<file path="config.mk">
export PLATFORM = sky130hd
export DESIGN_NAME = blk_handshake_ctrl
export DESIGN_NICKNAME = d
export VERILOG_FILES = /design/src/rtl/blkhs_pkg.sv /design/src/rtl/blkhs_mode_dec.sv /design/src/rtl/blkhs_code_match.sv /design/src/rtl/blkhs_fsm.sv /design/src/rtl/blk_handshake_ctrl.sv
export SDC_FILE = /design/constraint.sdc
export NUM_CORES = 1
export LEC_CHECK = 0
export ABC_AREA = 0
export CAP_MARGIN = 20
export CORE_AREA = 5 5 42 44
export DETAILED_ROUTE_END_ITERATION = 10
export DIE_AREA = 0 0 47 49
export GPL_TIMING_DRIVEN = 0
export PLACE_DENSITY_LB_ADDON = 0.1
export SYNTH_ARGS = -nofsm -noshare
export SYNTH_HDL_FRONTEND = slang
export SYNTH_SLANG_ARGS = --single-unit
</file>
<file path="constraint.sdc">
create_clock -name clk -period 2.1 [get_ports clk]
set_input_delay 0.315 -clock clk [delete_from_list [all_inputs] [get_ports clk]]
set_output_delay 0.315 -clock clk [all_outputs]
set_load 0.02 [all_outputs]
</file>
<file path="src/rtl/blkhs_pkg.sv">
package blkhs_pkg;
   typedef enum logic [1:0] {
      HS_NONE     = 2'd0,
      HS_TRIG     = 2'd1,
      HS_REQGRANT = 2'd2
   } hs_mode_e;

   typedef enum logic [1:0] {
      ST_IDLE  = 2'd0,
      ST_SEND  = 2'd1,
      ST_WAIT  = 2'd2,
      ST_FREE  = 2'd3
   } hs_state_e;
endpackage

</file>
<file path="src/rtl/blkhs_mode_dec.sv">
module blkhs_mode_dec
   import blkhs_pkg::*;
(
   input  logic     inhibit_hs,
   input  logic     inhibit_dc2,
   output hs_mode_e mode
);
   always_comb begin
      if (inhibit_hs)       mode = HS_NONE;
      else if (inhibit_dc2) mode = HS_TRIG;
      else                  mode = HS_REQGRANT;
   end
endmodule

</file>
<file path="src/rtl/blkhs_code_match.sv">
module blkhs_code_match #(
   parameter int          DATA_W     = 8,
   parameter logic [7:0]  CODE       = 8'h11,
   parameter bit          IGNORE_MSB = 1'b1
) (
   input  logic              valid,
   input  logic [DATA_W-1:0] data,
   output logic              hit
);
   localparam logic [DATA_W-1:0] CODE_W = DATA_W'(CODE);

   generate
      if (DATA_W < 2) begin : g_bad_width
         $error("blkhs_code_match: DATA_W must be at least 2");
      end
      if (IGNORE_MSB) begin : g_low_bits
         assign hit = valid && (data[DATA_W-2:0] == CODE_W[DATA_W-2:0]);
      end else begin : g_all_bits
         assign hit = valid && (data == CODE_W);
      end
   endgenerate
endmodule

</file>
<file path="src/rtl/blkhs_fsm.sv">
module blkhs_fsm
   import blkhs_pkg::*;
(
   input  logic     clk,
   input  logic     rst_n,
   input  logic     abort,
   input  logic     req,
   input  logic     blk_ready,
   input  hs_mode_e mode,
   input  logic     grant_hit,
   input  logic     tx_ready,
   output logic     tx_req,
   output logic     release_pulse
);
   hs_state_e state_q, state_d;

   always_comb begin
      state_d = state_q;
      unique case (state_q)
         ST_IDLE: if (req && blk_ready) begin
            unique case (mode)
               HS_NONE: state_d = ST_FREE;
               HS_TRIG: state_d = ST_WAIT;
               default: state_d = ST_SEND;
            endcase
         end
         ST_SEND: if (tx_ready)  state_d = ST_WAIT;
         ST_WAIT: if (grant_hit) state_d = ST_FREE;
         default: state_d = ST_IDLE;
      endcase
      if (abort) state_d = ST_IDLE;
   end

   always_ff @(posedge clk) begin
      if (!rst_n) state_q <= ST_IDLE;
      else        state_q <= state_d;
   end

   assign tx_req        = (state_q == ST_SEND);
   assign release_pulse = (state_q == ST_FREE);

   // release lasts one cycle
   p_release_single_r8: assert property (@(posedge clk) disable iff (!rst_n)
      release_pulse |=> !release_pulse);

   // abort clears outputs next cycle
   p_abort_clears_r9: assert property (@(posedge clk) disable iff (!rst_n)
      abort |=> (!release_pulse && !tx_req));

   // DC2 held under backpressure
   p_dc2_held_r3: assert property (@(posedge clk) disable iff (!rst_n)
      (tx_req && !tx_ready && !abort) |=> (tx_req && !release_pulse));

   // idle DC1 without request does nothing
   p_idle_grant_ignored_r6: assert property (@(posedge clk) disable iff (!rst_n)
      (!tx_req && !release_pulse && !req && grant_hit && $past(!tx_req) && !abort)
      |=> !tx_req);

   // no-handshake release follows request
   p_nohs_release_r1: assert property (@(posedge clk) disable iff (!rst_n)
      (state_q == ST_IDLE && req && blk_ready && mode == HS_NONE && !abort)
      |=> release_pulse);
endmodule

</file>
<file path="src/rtl/blk_handshake_ctrl.sv">
module blk_handshake_ctrl
   import blkhs_pkg::*;
#(
   parameter int         DATA_W     = 8,
   parameter logic [7:0] GRANT_CODE = 8'h11,
   parameter logic [7:0] ASK_CODE   = 8'h12,
   parameter bit         IGNORE_MSB = 1'b1
) (
   input  logic              clk,
   input  logic              rst_n,
   input  logic              abort_i,
   input  logic              cfg_inhibit_hs_i,
   input  logic              cfg_inhibit_dc2_i,
   input  logic              send_key_i,
   input  logic              host_req_i,
   input  logic              blk_ready_i,
   input  logic              rx_valid_i,
   input  logic [DATA_W-1:0] rx_byte_i,
   input  logic              tx_ready_i,
   output logic              tx_valid_o,
   output logic [DATA_W-1:0] tx_byte_o,
   output logic              release_o
);
   localparam logic [DATA_W-1:0] ASK_W = DATA_W'(ASK_CODE);

   generate
      if (DATA_W < 7 || DATA_W > 8) begin : g_bad_width
         $error("blk_handshake_ctrl: DATA_W must be 7 or 8");
      end
   endgenerate

   hs_mode_e mode;
   logic     grant_hit;
   logic     tx_req;

   blkhs_mode_dec u_mode (
      .inhibit_hs  (cfg_inhibit_hs_i),
      .inhibit_dc2 (cfg_inhibit_dc2_i),
      .mode        (mode)
   );

   blkhs_code_match #(
      .DATA_W     (DATA_W),
      .CODE       (GRANT_CODE),
      .IGNORE_MSB (IGNORE_MSB)
   ) u_grant (
      .valid (rx_valid_i),
      .data  (rx_byte_i),
      .hit   (grant_hit)
   );

   blkhs_fsm u_fsm (
      .clk           (clk),
      .rst_n         (rst_n),
      .abort         (abort_i),
      .req           (send_key_i | host_req_i),
      .blk_ready     (blk_ready_i),
      .mode          (mode),
      .grant_hit     (grant_hit),
      .tx_ready      (tx_ready_i),
      .tx_req        (tx_req),
      .release_pulse (release_o)
   );

   assign tx_valid_o = tx_req;
   assign tx_byte_o  = tx_req ? ASK_W : '0;

   // byte stable while presented
   p_tx_byte_stable_r3: assert property (@(posedge clk) disable iff (!rst_n)
      (tx_valid_o && !tx_ready_i && !abort_i) |=> (tx_valid_o && $stable(tx_byte_o)));
endmodule

</file>
# After elaboration in Yosys (flattened, before gate mapping)
# Cells that the tools add are included.
[op_classes]
bitwise = 2
n_reduce_logical = 6
mux = 8
n_eq_ne = 8
[ops]
columns = ["operator", "n"]
rows = [
  ["2-bit 2-to-1 mux", 5],
  ["7-bit by 5-bit == test with 1-bit output (second input constant)", 1],
  ["2-bit one-hot mux with 3 select lines", 1],
  ["5-bit 2-to-1 mux", 1],
  ["2-bit by 1-bit == test with 1-bit output (second input constant)", 2],
  ["2-bit == test (second input constant)", 2],
  ["2-bit zero test", 2],
  ["2-bit inequality test (second input constant)", 2],
  ["2-bit one-hot mux with 2 select lines", 1],
  ["3-bit AND reduction", 1],
  ["1-bit logical AND", 2],
  ["2-bit by 1-bit inequality test with 1-bit output (second input constant)", 1],
  ["2-bit OR reduction", 1],
  ["1-bit NOT", 1],
  ["1-bit bitwise OR", 1],
]
[word_totals]
reg_bits = 2
input_bits = 18
word_cells = 25
out_inout_bits = 10

# Longest topological paths before layout
# Gate-level depths: netlist of run 1.
[logic_depth]
word_depth = 6
depth_mapped = 6
mapped_depth_nobuf = 6

# By module
# Synthesis of run 1 repeated with hierarchy kept, for this count alone.
[hier_totals]
cells_unflattened = 39
hier_area_um2 = 306.5
[by_module_without_submodules]
columns = ["mod", "n_inst", "area_per_inst_um2", "seq_area_each_um2", "cells_per_inst"]
rows = [
  ["blkhs_fsm", 1, 195.2, 40.0, 24],
  ["blk_handshake_ctrl", 1, 70.1, 0.0, 10],
  ["blkhs_code_match", 1, 23.8, 0.0, 3],
  ["blkhs_mode_dec", 1, 17.5, 0.0, 2],
]

# Worst setup path after synthesis of run 1
# No wires, ideal clock.
[synth_timing]
path_type = "register to register"
from = "register u_fsm.state_q[1]"
to = "register u_fsm.state_q[0]"
path_buffers = 0
setup_time_ns = 0.115
path_slack_ns = 0.700
required_time_ns = 1.985
t_arrival_ns = 1.284
period_less_slack_ns = 1.400
stages_incl_launch_ff = 6
path_cell_list = "dfxtp_1 inv_1 ha_1 a22oi_1 o2111ai_1 and3_1"
[synth_between]
elab_chain_cells = 3
word_cells_on_any_way = 8
cone_classes = "5 x eq/ne; 1 x mux; 2 x reduce/logical"
[synth_lines]
columns = ["item", "line_no", "text"]
rows = [
  ["start, declared", "blkhs_fsm.sv:15", "hs_state_e state_q, state_d;"],
  ["start signal, assigned", "blkhs_fsm.sv:36", "else state_q <= state_d;"],
  ["2-bit by 1-bit == test with 1-bit output (*)", "n/a", ""],
  ["net tx_valid_o", "blk_handshake_ctrl.sv:20", "output logic tx_valid_o,"],
  ["2-bit inequality test (no source line)", "n/a", ""],
  ["3-bit AND reduction (no source line)", "n/a", ""],
]
# The timed path passes the listed nets; every way through them passes the cells marked *.
# A chain may end at the register's enable or synchronous reset.

# Final worst setup path of run 1
[layout_timing]
from = "register u_fsm.state_q[1]"
to = "output tx_byte_o[4]"
[layout_between]
elab_chain_cells = 2
[layout_lines]
columns = ["item", "line_no", "text"]
rows = [
  ["2-bit by 1-bit == test with 1-bit output", "blkhs_fsm.sv:39", "assign tx_req = (state_q == ST_SEND);"],
  ["5-bit 2-to-1 mux", "blk_handshake_ctrl.sv:66", "assign tx_byte_o = tx_req ? ASK_W : '0;"],
  ["end, declared", "blk_handshake_ctrl.sv:21", "output logic [DATA_W-1:0] tx_byte_o,"],
]
# No other way between the ends.

==> results of run 1 <==
[cells by family (layout without fill, tap and decap cells)]
group / after synthesis / count (layout) / synth area share
AOI/OAI and AO/OA: 12 / 12 / 0.252
adders and majority gates: 5 / 5 / 0.203
buffers and inverters: 13 / 36 / 0.256
DFF: 2 / 2 / 0.130
other: 1 / 6 / 0.0122
and+or+nand+nor: 5 / 5 / 0.146
[path summary, 6_finish.rpt]
path | start | end | depth (start not counted)
min reg2reg | u_fsm.state_q[1] | u_fsm.state_q[1] | 2
min | u_fsm.state_q[1] | u_fsm.state_q[1] | 2
max | u_fsm.state_q[1] | tx_byte_o[4] | 4
max reg2reg | u_fsm.state_q[0] | u_fsm.state_q[0] | 5
[final cells by class]
type	count	area (um2)	share of cell area
Tap cell	16	20.0	0.0350
Buffer	8	60.1	0.105
Sequential cell	2	40.0	0.0700
Inverter	5	18.8	0.0328
Clock buffer	3	22.5	0.0394
Timing Repair Buffer	20	200	0.350
Multi-Input combinational cell	28	210	0.368
[layout by cell type, fill, tap and decap left out, drive strengths merged, types with 2 or more instances in the layout]
| master | Yosys | routed |
|---|---|---|
| ha | 5 | 5 |
| o21ai | 5 | 5 |
| buf | 8 | 8 |
| inv | 5 | 5 |
| clkdlybuf4s50 | 0 | 20 |
| dfxtp | 2 | 2 |
| clkbuf | 0 | 3 |
| conb | 1 | 6 |
[per-stage QoR]
| stage | total power (uW) | instances | cell area (um2) |
|---|---|---|---|
| 3_5_place_dp | 160 | 79 | 547 |
| 2_1_floorplan | 113 | 43 | 327 |
| 6_report | 241 | 82 | 572 |
| 4_1_cts | 245 | 82 | 569 |
| 5_1_grt | 259 | 82 | 572 |
| 3_3_place_gp | 160 | 79 | 547 |
[metal layers]
| metal | part of all wire | track usage |
|---|---|---|
| met5 | 0 | 0 |
| met4 | 0 | 0.0276 |
| met3 | 0.14 | 0.00369 |
| met2 | 0.52 | 0.122 |
| met1 | 0.34 | 0.0590 |
[power breakdown]
| group | total, uW | switching [uW] | internal, uW | leakage, uW |
|---|---|---|---|---|
| registers | 46.1 | 4.55 | 41.6 | 0.0000163 |
| logic | 113 | 46.7 | 66.5 | 0.000239 |
| clock network | 82.2 | 19.4 | 62.9 | 0.0000138 |
| total | 241 | 70.6 | 171 | 0.000269 |
[critical path, cell delays in order (launching register included)]
cell             delay [ns]
dfxtp_1                0.35
inv_1                  0.13
ha_2                   0.23
buf_4                  0.11
clkdlybuf4s50_1        0.59
[timing repair]
action                     in CTS  in global routing
setup endpoints to repair       0                  1
gates resized for setup         0                  1
hold buffers                    0                  0
==> metrics.md, run 1 <==
| Metric | Value |
|---|---|
| Status | `finished, final reports clean` |
| Max FFs per register | `2` |
| CTS tree | `yes` |
| Worst-skew pair later-pin latency | `0.22 ns` |
| Die area | `2300 um2` |
| Core ar. | `approximately 1400 um2` |
| Largest net degree at the start of global routing | `6` |
| Crit path DAT | `around 1.6 ns` |
| IR drop worst, VDD | `0.206 mV` |
| Starting density of the core | `0.220` |
| Root buf cell | `clkbuf_4` |
| Worst hold path class | `reg -> reg` |
| WL/cell | `~9 um` |
| I/O Buffers | `20` |
| Final wirelength | `a little over 700 um` |
| Clock tree buffer depth | `2` |
| Utilization after layout | `0.408` |
| Worst-path clk slew | `0.03 ns` |
| Sum of negative setup slack | `0 ns` |
| WP data required | `roughly 1.8 ns` |
| CP Max Fanout | `5` |
| Synth Warn # | `0` |
| Hold slack | `0.559 ns` |
| Final period utilization | `0.925` |
| Vias | `341` |
| Max Clock Skew | `0.000475 ns` |
| DRC viols | `0` |
| Synth cell types | `19` |
| Synth top cells by count | `buf_4, ha_1, inv_1` |
| Yosys reg bits | `2` |
| Maximum clock rate | `a little over 0.5 GHz` |
| H-tree levels | `1` |
| Seq/Total Area, Yosys | `0.130` |
| Starting DRT DRC Count | `1` |
| Vias per std cell | `slightly above 4` |
| # Post-CTS Setup Buffers | `0` |
| Unrepaired setup endpoints after global routing | `false` |
| Setup violators final | `0` |
| Fin crit period | `~1.9 ns` |
| PD cells | `422 nW/um2` |
| P_leak | `approximately 0.00027 uW` |
| Initial antenna violation count | `0` |
| First-pass GRT wire length | `1.13 mm` |
| Share of post-route cells with drive strength above 1 | `0.212` |
| Total track usage | `0.0618` |
| Asr flop ratio synth | `0` |
| CTS sink cnt | `2` |
| Most numerous cell in the Yosys netlist | `buf_4` |
| RD Place Congestion | `about 0.62` |
| Place WS | `between 0.15 and 0.2 ns` |
| Drt pass-1 iters | `3` |
| Top FF cell, synth | `dfxtp_1` |
| Grt ovf | `0` |
| Nets | `between 90 and 100` |
| Final Hold Fails | `0` |
| Largest regs | `u_fsm.state_q (2)` |
| CP Class | `reg -> out` |
| Synth top area share | `0.203` |
| Crit start category | `register` |
| Filler cells | `~150` |
| Area contributors post-synth | `ha_1, buf_4, dfxtp_1` |
| Vias in the first global route | `340` |
| Post-route setup slack | `0.157 ns` |
| Final Max Slew Viols | `0` |
| Max-cap violation count | `0` |
| Synth area leader | `ha_1` |
| R2r setup slk | `~0.7 ns` |
| Post-Synthesis Cells | `38` |
| Die H | `around 50 um` |
| Largest Register | `u_fsm.state_q` |
| Ports | `28` |
| Avg Inst Size Synth | `between 8 and 9 um2` |
| CTS buffer count | `3` |
| Horiz. Die Dim | `about 47 um` |
| ANT cells | `0` |
| Post-synth EDFFs | `0` |
| Area Growth Syn to Fin | `85.8%` |
| Routed Antenna Nets | `0` |
| Crit. End Element | `output port` |
| Mapped Area | `between 300 and 400 um2` |
| Num rows | `14` |
Note: power is estimated with default switching activity, not from simulation.
==> inputs of run 2 (changes only) <==
- ABC_CLOCK_PERIOD_IN_PS: unset -> 2200
- clock period: 2.1 -> 2.2 ns (I/O delays scaled with it)
==> metrics.md, run 2 (synthesis results as in run 1) <==
| Metric | Value |
|---|---|
| Status | `finished, final reports clean` |
| Root buf cell | `clkbuf_4` |
| Area post-placement | `547 um2 (unchanged)` |
| CTS buffer count | `3 (unchanged)` |
| Nets | `91 (unchanged)` |
| CTS sink cnt | `2 (unchanged)` |
| Crit path DAT | `1.66 ns (+0.03 ns)` |
| M2 GR Usage | `0.122 (unchanged)` |
| Post-CTS resize count | `0 (unchanged)` |
| Leading cell types in the layout, fill and taps excluded | `clkdlybuf4s50_1, buf_4, conb_1` |
| Initial antenna violation count | `0 (unchanged)` |
| PD cells | `404 nW/um2 (-4.4%)` |
| Final Max Slew Viols | `0 (unchanged)` |
| Core ar. | `1400 um2 (unchanged)` |
| # Post-CTS Setup Buffers | `0 (unchanged)` |
| Post-route setup slack | `0.209 ns (+0.0527 ns)` |
| Hold Crit Start | `u_fsm.state_q[1]` |
| Area Growth Syn to Fin | `85.0%` |
| Max-cap violation count | `0 (unchanged)` |
| Starting density of the core | `0.220 (unchanged)` |
| Horiz. Die Dim | `47 um (unchanged)` |
| Die H | `49 um (unchanged)` |
| Vias per std cell | `4.18 (+0.59%)` |
| Reg2reg start | `u_fsm.state_q[1]` |
| Gr busiest metal | `met2` |
| Sum of negative setup slack | `0 ns (unchanged)` |
| Fin crit period | `between 1.5 and 2 ns` |
| First-pass GRT wire length | `1.13 mm (unchanged)` |
| Worst-skew pair later-pin latency | `0.22 ns (about the same)` |
| Worst-path clk slew | `0.03 ns (about the same)` |
| Starting DRT DRC Count | `3 (+2)` |
| Place WS | `0.273 ns (+0.0850 ns)` |
| Vias | `343 (+0.59%)` |
| Vias in the first global route | `340 (unchanged)` |
| Drt pass-1 iters | `4 (+1)` |
| Max FFs per register | `2 (unchanged)` |
| Largest net degree at the start of global routing | `6 (unchanged)` |
| Crit start category | `register` |
| ANT cells | `0 (unchanged)` |
| CP Class | `reg -> out` |
| Maximum clock rate | `roughly 0.50 GHz` |
| Clock tree buffer depth | `2 (unchanged)` |
| Grt met3 use | `0.00369 (unchanged)` |
| Unrepaired setup endpoints after global routing | `false` |
| Total track usage | `0.0618 (unchanged)` |
| I/O Buffers | `20 (unchanged)` |
| Ports | `28 (unchanged)` |
| P_leak | `0.000270 uW (+0.46%)` |
| Largest regs | `u_fsm.state_q (2)` |
| Die area | `2300 um2 (unchanged)` |
| CP startpoint | `u_fsm.state_q[1]` |
| Final wirelength | `732 um (+0.69%)` |
| RD Place Congestion | `0.620 (unchanged)` |
| IR drop worst, VDD | `0.197 mV (-4.5%)` |
| WL/cell | `8.93 um (+0.69%)` |
| Utilization after layout | `0.406 (-0.00179)` |
| Setup violators final | `0 (unchanged)` |
| H-tree levels | `1 (unchanged)` |
| Commonest non-fill, non-tap cell in the layout | `clkdlybuf4s50_1` |
| DRC viols | `0 (unchanged)` |
| Grt ovf | `0 (unchanged)` |
| Largest Register | `u_fsm.state_q` |
| WP data required | `1.87 ns (+0.09 ns)` |
| Routed Antenna Nets | `0 (unchanged)` |
| Final Hold Fails | `0 (unchanged)` |
| Hold_buf cts | `0 (unchanged)` |
| Crit. End Element | `output port` |
| Share of post-route cells with drive strength above 1 | `0.197 (-0.0152)` |
| Max Clock Skew | `0.000475 ns (unchanged)` |
| CP Max Fanout | `5 (unchanged)` |
| Final period utilization | `0.905` |
| Final instance area | `569 um2 (-0.44%)` |
| Num rows | `14 (unchanged)` |
| CTS tree | `yes` |
| Worst hold path class | `reg -> reg` |
| GRT met1 Usage | `0.0590 (unchanged)` |
-- run 2: cell count changes in the layout (fill, tap and decap cells not counted) --
cell  previous run  this run
ha_1             4         5
ha_2             1         0
-- run 2: layout make-up --
type	count	area, um2
well taps	16	20.0
inverters	5	18.8
clock buffers	3	22.5
multi-input cells	28	208
plain buffers	8	60.1
repair buffers	20	200
fillers	155	832
flip-flops and latches	2	40.0
-- run 2: power by group --
group          internal (uW)  leakage [uW]  switching, uW  total (uW)
clock network           60.0     0.0000138           18.5        78.5
logic                   63.1      0.000240           44.4         108
registers               39.7     0.0000163           4.28        43.9
-- run 2: metrics by stage --
step	total power [uW]	hold slack (ns)	cells
after CTS	234	0.566	82
after global placement	152	0.568	79
final	230	0.560	82
after global routing	247	0.592	82
after floorplan	108	0.506	43
after detailed placement	153	0.563	79
-- run 2: worst paths after layout --
path,end,slack (ns),cells past startpoint
worst min-delay path,u_fsm.state_q[1],0.56,2
worst max-delay path,tx_byte_o[4],0.21,4
worst min register to register,u_fsm.state_q[1],0.56,2
worst max register to register,u_fsm.state_q[0],0.74,5
-- run 2: worst max-delay path, cell delays in order (launching register included) --
cell	delay, ns
dfxtp_1	0.35
inv_1	0.13
ha_1	0.25
buf_4	0.13
clkdlybuf4s50_1	0.59
-- run 2: metal layers --
metal / part of all wire / vias to the layer above
met5: 0 / -
met2: 0.51 / 18
met1: 0.34 / 148
met3: 0.14 / 0
met4: 0 / 0
li1: - / 177
